<file path="src/rtl/flash_wp_pkg.sv">
package flash_wp_pkg;

    typedef enum logic [3:0] {
        OP_NONE      = 4'd0,
        OP_WR_EN     = 4'd1,
        OP_WR_DIS    = 4'd2,
        OP_READ      = 4'd3,
        OP_PROG      = 4'd4,
        OP_ERASE_SEC = 4'd5,
        OP_ERASE_BLK = 4'd6,
        OP_ERASE_ALL = 4'd7,
        OP_STATUS_WR = 4'd8,
        OP_SLEEP     = 4'd9,
        OP_WAKE      = 4'd10
    } op_e;

    typedef enum logic {
        ST_AWAKE  = 1'b0,
        ST_ASLEEP = 1'b1
    } pstate_e;

    // opcodes that modify the array or status register (need the latch)
    function automatic logic needs_latch(input logic [3:0] op);
        return (op >= OP_PROG) && (op <= OP_STATUS_WR);
    endfunction

    // opcodes blocked during warm-up
    function automatic logic warmup_blocked(input logic [3:0] op);
        return (op == OP_WR_EN) || needs_latch(op);
    endfunction

endpackage

</file>
<file path="src/rtl/wp_warmup.sv">
module wp_warmup #(
    parameter int PUW_CYCLES = 1000
) (
    input  logic clk,
    input  logic pwr_good,
    output logic ready
);
    localparam int CW = $clog2(PUW_CYCLES + 1);
    localparam logic [CW-1:0] LIMIT = CW'(PUW_CYCLES);

    logic [CW-1:0] cnt_q;

    always_ff @(posedge clk) begin
        if (!pwr_good) begin
            cnt_q <= '0;
        end else if (cnt_q != LIMIT) begin
            cnt_q <= cnt_q + 1'b1;
        end
    end

    assign ready = (cnt_q == LIMIT);

endmodule

</file>
<file path="src/rtl/wp_region.sv">
module wp_region #(
    parameter int ADDR_W       = 24,
    parameter int BLOCK_LOG2   = 16,
    parameter int SECTOR_LOG2  = 12,
    parameter int SECTOR_STEPS = 4
) (
    input  logic [ADDR_W-1:0] addr,
    input  logic              invert,
    input  logic              fine,
    input  logic              bottom,
    input  logic [2:0]        span,
    output logic              addr_locked,
    output logic              any_locked
);
    localparam int LW = $clog2(ADDR_W + 1) + 1;
    localparam logic [3:0] STEP_CAP = 4'(SECTOR_STEPS - 1);

    logic [3:0]        step;
    logic [LW-1:0]     size_log2;
    logic [ADDR_W-1:0] high_mask;
    logic              empty;
    logic              in_window;

    always_comb begin
        empty = (span == 3'd0);
        step  = 4'(span) - 4'd1;
        if (fine && (step > STEP_CAP)) begin
            step = STEP_CAP;
        end
        if (span == 3'd7) begin
            size_log2 = LW'(ADDR_W);
        end else if (fine) begin
            size_log2 = LW'(SECTOR_LOG2) + LW'(step);
        end else begin
            size_log2 = LW'(BLOCK_LOG2) + LW'(step);
        end
        // bits above the window size; all-zero for a full-array window
        high_mask = ~((ADDR_W'(1) << size_log2) - ADDR_W'(1));
        if (empty) begin
            in_window = 1'b0;
        end else if (bottom) begin
            in_window = ((addr & high_mask) == '0);
        end else begin
            in_window = ((addr & high_mask) == high_mask);
        end
        addr_locked = in_window ^ invert;
        any_locked  = invert ? (span != 3'd7) : (span != 3'd0);
    end

endmodule

</file>
<file path="src/rtl/wp_status_gate.sv">
module wp_status_gate (
    input  logic [1:0] lock_mode,
    input  logic       wp_level,
    output logic       open
);
    always_comb begin
        unique case (lock_mode)
            2'b00:   open = 1'b1;
            2'b01:   open = wp_level;
            default: open = 1'b0;
        endcase
    end

endmodule

</file>
<file path="src/rtl/flash_wp_ctrl.sv">
module flash_wp_ctrl
    import flash_wp_pkg::*;
#(
    parameter int ADDR_W       = 24,
    parameter int PUW_CYCLES   = 1000,
    parameter int BLOCK_LOG2   = 16,
    parameter int SECTOR_LOG2  = 12,
    parameter int SECTOR_STEPS = 4
) (
    input  logic              clk,
    input  logic              pwr_good,
    input  logic              cmd_valid,
    input  logic [3:0]        cmd_op,
    input  logic [ADDR_W-1:0] cmd_addr,
    input  logic              op_done,
    input  logic              wp_pin,
    input  logic [1:0]        sr_lock,
    input  logic              bp_invert,
    input  logic              bp_fine,
    input  logic              bp_bottom,
    input  logic [2:0]        bp_span,
    output logic              cmd_accept,
    output logic              cmd_reject,
    output logic              wel,
    output logic              pwr_down
);

    pstate_e st_q, st_nx;
    logic    wel_q, wel_nx;
    logic    acc_q, rej_q;
    logic    take, refuse;
    logic    warm, addr_locked, any_locked, sr_open;

    wp_warmup #(.PUW_CYCLES(PUW_CYCLES)) u_warm (
        .clk      (clk),
        .pwr_good (pwr_good),
        .ready    (warm)
    );

    wp_region #(
        .ADDR_W       (ADDR_W),
        .BLOCK_LOG2   (BLOCK_LOG2),
        .SECTOR_LOG2  (SECTOR_LOG2),
        .SECTOR_STEPS (SECTOR_STEPS)
    ) u_region (
        .addr        (cmd_addr),
        .invert      (bp_invert),
        .fine        (bp_fine),
        .bottom      (bp_bottom),
        .span        (bp_span),
        .addr_locked (addr_locked),
        .any_locked  (any_locked)
    );

    wp_status_gate u_sr (
        .lock_mode (sr_lock),
        .wp_level  (wp_pin),
        .open      (sr_open)
    );

    // decision and next-state logic
    always_comb begin
        st_nx  = st_q;
        wel_nx = op_done ? 1'b0 : wel_q;
        take   = 1'b0;
        refuse = 1'b0;
        if (cmd_valid) begin
            unique case (st_q)
                ST_ASLEEP: begin
                    if (cmd_op == OP_WAKE) begin
                        take  = 1'b1;
                        st_nx = ST_AWAKE;
                    end
                end
                ST_AWAKE: begin
                    case (cmd_op)
                        OP_WR_EN: begin
                            take = warm;
                            if (warm) wel_nx = 1'b1;
                        end
                        OP_WR_DIS: begin
                            take   = 1'b1;
                            wel_nx = 1'b0;
                        end
                        OP_READ, OP_WAKE: take = 1'b1;
                        OP_SLEEP: begin
                            take  = 1'b1;
                            st_nx = ST_ASLEEP;
                        end
                        OP_PROG, OP_ERASE_SEC, OP_ERASE_BLK:
                            take = warm && wel_q && !addr_locked;
                        OP_ERASE_ALL:
                            take = warm && wel_q && !any_locked;
                        OP_STATUS_WR:
                            take = warm && wel_q && sr_open;
                        default: take = 1'b0;
                    endcase
                end
            endcase
            refuse = !take;
        end
    end

    // state register
    always_ff @(posedge clk) begin
        if (!pwr_good) begin
            st_q <= ST_AWAKE;
        end else begin
            st_q <= st_nx;
        end
    end

    // registered outputs
    always_ff @(posedge clk) begin
        if (!pwr_good) begin
            wel_q <= 1'b0;
            acc_q <= 1'b0;
            rej_q <= 1'b0;
        end else begin
            wel_q <= wel_nx;
            acc_q <= take;
            rej_q <= refuse;
        end
    end

    assign cmd_accept = acc_q;
    assign cmd_reject = rej_q;
    assign wel        = wel_q;
    assign pwr_down   = (st_q == ST_ASLEEP);

endmodule

</file>
<file path="config.mk">
export PLATFORM = sky130hd
export DESIGN_NAME = flash_wp_ctrl
export DESIGN_NICKNAME = d
export VERILOG_FILES = /design/src/rtl/flash_wp_pkg.sv /design/src/rtl/wp_warmup.sv /design/src/rtl/wp_region.sv /design/src/rtl/wp_status_gate.sv /design/src/rtl/flash_wp_ctrl.sv
export SDC_FILE = /design/constraint.sdc
export NUM_CORES = 1
export LEC_CHECK = 0
export BUFFER_PORTS_ARGS = -buffer_cell sky130_fd_sc_hd__buf_2
export CORE_MARGIN = 5
export CORE_UTILIZATION = 55
export CTS_CLUSTER_DIAMETER = 120
export DETAILED_ROUTE_END_ITERATION = 7
export PLACE_DENSITY = 0.86
export SLEW_MARGIN = 20
export SYNTH_ARGS = -nofsm -noshare
export SYNTH_HDL_FRONTEND = slang
export SYNTH_SLANG_ARGS = --single-unit
</file>
<file path="constraint.sdc">
create_clock -name clk -period 5.1 [get_ports clk]
set_clock_uncertainty 0.15 [all_clocks]
set_input_delay 0.255 -clock clk [delete_from_list [all_inputs] [get_ports clk]]
set_output_delay 0.255 -clock clk [all_outputs]
set_load 0.005 [all_outputs]
</file>
; ---- Word-level counts from Yosys, hierarchy flattened
; Index checks and enable logic that the tools add are counted.
; Widths: inputs -> output; s select.
[classes]
add_sub_neg = 5
eq_ne = 16
n_shift = 1
magnitude_cmp = 1
reduce_logical = 15
bitwise_logic = 4
mux = 19
[op_table]
columns = cell, count
row1 = $and 24x24->24, 1
row2 = $eq 24x24->1, 1
row3 = $logic_not 24->1, 1
row4 = $not 24->24, 1
row5 = $shl 1x6->24 const A, 1
row6 = $sub 24x2->24 const B, 1
row7 = $eq 4x3->1 const B, 4
row8 = $eq 4x4->1 const B, 3
row9 = $mux 6, 2
row10 = $mux 1, 11
row11 = $add 10x1->10 const B, 1
row12 = $eq 10x10->1 const B, 1
row13 = $ne 10x10->1 const B, 1
row14 = $eq 4x2->1 const B, 2
row15 = $pmux 1 s2, 4
row16 = $add 5x4->6 const A, 1
row17 = $add 4x4->5 const A, 1
row18 = $logic_and 1x1->1, 5
row19 = $pmux 1 s5, 1
row20 = $eq 4x1->1 const B, 1
row21 = $gt 4x2->1 const B, 1
row22 = $mux 4, 1
row23 = $reduce_or 4->1, 1
row24 = $sub 3x1->4 const B, 1
row25 = 11 further kinds, 13
[word_totals]
reg_bits = 14

; ---- Longest topological paths before layout
[depth]
ltp_word = 21
ltp_mapped = 12

; ---- By module
; A second synthesis with hierarchy kept.
[hier_totals]
hier_cells = 203
area_unflattened_um2 = 1527.7
[by_module_without_submodules]
columns = mod, n_inst, area_each_um2, seq_area_each_um2, cells_per_inst
row1 = wp_region, 1, 723.2, 0.0, 110
row2 = wp_warmup, 1, 506.7, 200.2, 58
row3 = flash_wp_ctrl, 1, 285.3, 80.1, 33
row4 = wp_status_gate, 1, 12.5, 0.0, 2

; ---- Worst setup path after synthesis
; Ideal clock, no wire load.
[synth_path]
path_type = input to register
from = input port bp_span[0]
to = register acc_q (netlist: cmd_accept)
setup_ps = 127
arrival_ps = 2604
stages = 11
n_path_buf = 2
required_time_ps = 4823
setup_slack_ps = 2219
cell_sequence = buf_2 > inv_1 > ha_1 > buf_2 > o21bai_1 > a2111o_1 > o221ai_2 > nor4_4 > o22a_2 > o211a_1 > or3_1
[synth_via]
elab_chain_len = 20
[synth_lines]
columns = item, line
row1 = "start, declared", flash_wp_ctrl.sv:21  ; input logic [2:0] bp_span,
row2 = $sub 3x1->4, wp_region.sv:26  ; step = 4'(span) - 4'd1;
row3 = $gt 4x2->1, wp_region.sv:27  ; if (fine && (step > STEP_CAP)) begin
row4 = $logic_and 1x1->1, wp_region.sv:27
row5 = $mux 4, wp_region.sv:27
row6 = $add 5x4->6 / $add 4x4->5 (equally long branches), "wp_region.sv:35, wp_region.sv:33"
row7 = $mux 6, wp_region.sv:32  ; end else if (fine) begin
row8 = $mux 6, wp_region.sv:30  ; if (span == 3'd7) begin
row9 = $shl 1x6->24, wp_region.sv:38  ; high_mask = ~((ADDR_W'(1) << size_log2) - ADDR_W'(1));
row10 = (+4 left out), n/a
row11 = $mux 1, wp_region.sv:41  ; end else if (bottom) begin
row12 = $mux 1, wp_region.sv:39  ; if (empty) begin
row13 = $xor 1x1->1, wp_region.sv:46  ; addr_locked = in_window ^ invert;
row14 = $logic_not 1->1, flash_wp_ctrl.sv:91  ; take = warm && wel_q && !addr_locked;
row15 = $logic_and 1x1->1, flash_wp_ctrl.sv:91
row16 = $pmux 1 s5 (*), flash_wp_ctrl.sv:76  ; case (cmd_op)
row17 = $pmux 1 s2 (*), flash_wp_ctrl.sv:68  ; unique case (st_q)
row18 = $mux 1 (*), flash_wp_ctrl.sv:67  ; if (cmd_valid) begin
row19 = "end signal, assigned", flash_wp_ctrl.sv:121  ; acc_q <= take;
row20 = "end, declared", flash_wp_ctrl.sv:30  ; logic acc_q, rej_q;
; Mark *: on every way between the ends. The rest lies on a longest branch, timed or not. The select of a mux whose other input is x is not followed.
; A chain may end at the register's enable or synchronous reset.

; ---- Final worst setup path
; Ends and elaborated chain as after synthesis.

==> out/results.txt <==
Final Cell Area: 1740 um^2
Synth cell count leaders: nand2_1, nor2_1, dfxtp_1, inv_1, o21ai_0
Syn Area/Cell: 7.31 um^2
Antenna fix cells: 0
Synth warn: 0
R2R depth: 7
Placed Instance Area: 1720 um^2
Pins over their slew limit: 0
Setup TNS: 0 ns
Post-CTS Hold Buffers: 0
Worst Hold Endpoint: wel
CP endpoint kind: flop
# setup viols final: 0
Prevailing post-synth register cell: dfxtp_1
DRT antenna net count: 0
Core Footprint: 2730 um^2
Initial antenna violation count: 0
Gr usage total: 18.7%
Pin count of the biggest net entering global routing: 18
I/O Buffers: 38
Post-synth cell types: 61
Worst hold path type: input pin to flop
# rows: 19
# clock sinks: 14
Yosys top cell by area: dfxtp_1
Max-cap viol count: 0
Initial core utilization: 56.4%
First-pass GRT wire length: 6400 um
Chip height: 63.0 um
CTS tree: yes
Chip width: 63.0 um
Final hold vios: 0
Aggregate global routing overflow: 0
CP max FO: 12
#FFs+latches synth: 14
Sequential fraction of the synthesis area: 18.2%
Min-Delay Path Depth: 3
Asr flop ratio synth: 0%
Post-synthesis cell count: 211
Reg-to-Reg Start: u_warm.cnt_q[3]
Hold_sp: cmd_op[0]
Share of post-route cells with drive strength above 1: 21.4%
Setup Fix Bufs, Post-CTS: 0
Drt pass-1 iters: 4
Pwr/cell area: 153 nW/um^2
Via count: 1633
Vias in the first global route: 1514
Maximum VDD drop: 0.211 mV
I/O Pins: 45
Ranking of synthesized cells by area: dfxtp_1, ha_1, o21ai_0, nand3_1, nand2_1
Final net count: 292
HPWL after DPL: 2880 um
RD Place Congestion: 0.818
Clock latency at the later pin of the worst-skew pair: 0.27 ns
Part of the cycle the worst path needs: 56.7%
FMAX: 346 MHz
Iteration-0 DRC Markers: 122
Wire length on met1: 1670 um
Routed met3 length: 289 um
Unrepaired setup endpoints after global routing: false
Setup CP Type: input pin to flop
Die area: 3960 um^2
CTS root buf: clkbuf_4
Status: finished, final reports clean
DR WL met2: 1580 um
Area delta synth->final: 12.7%
Critical Path Start Type: input pin
Htree depth: 1
Critical path required time: 5.11 ns
DR vias/cell: 5.96
WL/cell: 12.9 um
TritonCTS buffer count: 3
R2r endpoint: cmd_reject
Post-layout min period: 2.89 ns
WL final: 3550 um
DR top layer: met4
Clock buffer depth: 2
Mapped cell area: 1540 um^2
Worst EP arrival: 2.90 ns
Residual DRC: 0
Worst-path clk slew: 0.07 ns
EDFF count, synth: 0
FF-to-FF setup slack: 2.63 ns
Static Leak: 0.714 nW
Synth top area share: 18.2%
Post-CTS sizing: 0
[how the worst max path moves through the flow]
stage                     startpoint          to  slack, ns  cells after the start
after global routing      bp_span[0]  cmd_accept       2.04                     11
final                     bp_span[0]  cmd_accept       2.21                     11
after detailed placement  bp_span[0]  cmd_accept       1.93                     11
after global placement    bp_span[0]  cmd_accept       1.95                     11
after floorplan           bp_span[0]  cmd_accept       2.22                     11
after CTS                 bp_span[0]  cmd_accept       2.21                     11
[layout make-up]
class | instances | area [um^2]
multi-input cells | 174 | 1150
fillers | 233 | 996
flip-flops and latches | 14 | 280
repair buffers | 38 | 190
inverters | 14 | 52.6
well taps | 31 | 38.8
clock buffers | 3 | 22.5
[layout by cell type, fill, tap and decap left out, types with 2 or more instances in the layout]
master	instances
a211oi_1	3
a21boi_0	4
a21oi_1	8
a31oi_1	2
and2_1	7
and3_1	2
buf_2	38
clkbuf_4	3
conb_1	2
dfxtp_1	14
ha_1	6
inv_1	14
nand2_1	15
nand2b_1	7
nand3_1	12
nand4_1	4
nor2_1	15
nor2b_1	7
nor3_1	6
nor3b_1	4
nor4_1	3
o2111ai_1	3
o211ai_1	2
o21ai_0	13
o21ai_1	2
o22ai_1	2
o32ai_1	2
or3_1	6
xnor2_1	6
xor2_1	2
[metrics by stage]
| step | hold WS, ns | setup WS (ns) | total power, W | cells | utilization (%) |
|---|---|---|---|---|---|
| 2_1_floorplan | 0.259 | 2.22 | 0.000181 | 212 | - |
| 5_1_grt | 0.161 | 2.04 | 0.000288 | 274 | 63.6 |
| 4_1_cts | 0.128 | 2.21 | 0.000266 | 274 | 63.6 |
| 3_5_place_dp | 0.345 | 1.93 | 0.000208 | 271 | 62.7 |
| 6_report | 0.133 | 2.21 | 0.000266 | 274 | 63.6 |
| 3_3_place_gp | 0.328 | 1.95 | 0.000206 | 271 | 62.7 |
[cells by family after synthesis]
kind of cell | count (synthesis) | synth area share [%]
compound gates | 60 | 28.8
fa+ha+maj | 6 | 4.87
flops | 14 | 18.2
mux | 1 | 0.649
xor+xnor | 8 | 4.54
other cells | 1 | 0.243
buf+inv | 24 | 7.30
simple gates | 97 | 35.4
[state kept, by name, indices dropped and copies added (netlist names)]
signal        count
wel               1
pwr_down          1
u_warm.cnt_q     10
cmd_accept        1
cmd_reject        1
[routing by layer]
layer	up-vias	GRT usage, %
li1	841	-
met1	736	25.3
met2	54	30.5
met3	2	4.68
met4	0	2.39
met5	-	0
[critical path, stage by stage]
cell and delay [ns]:
buf_2 0.19, inv_1 0.14, ha_1 0.37, o21bai_1 0.26, o21ai_2 0.22, a22oi_2 0.13
a211oi_1 0.39, nor4_4 0.09, o22a_2 0.28, o211a_1 0.23, or3_1 0.35
[report_power, final]
part | total, W | internal (W) | switching (W) | leakage, nW
registers | 0.000115 | 0.000112 | 0.00000254 | 0.114
logic | 0.0000918 | 0.0000394 | 0.0000524 | 0.586
clock network | 0.0000595 | 0.0000273 | 0.0000322 | 0.0138
total | 0.000266 | 0.000179 | 0.0000871 | 0.714
Power figures use the tool's default switching activity.
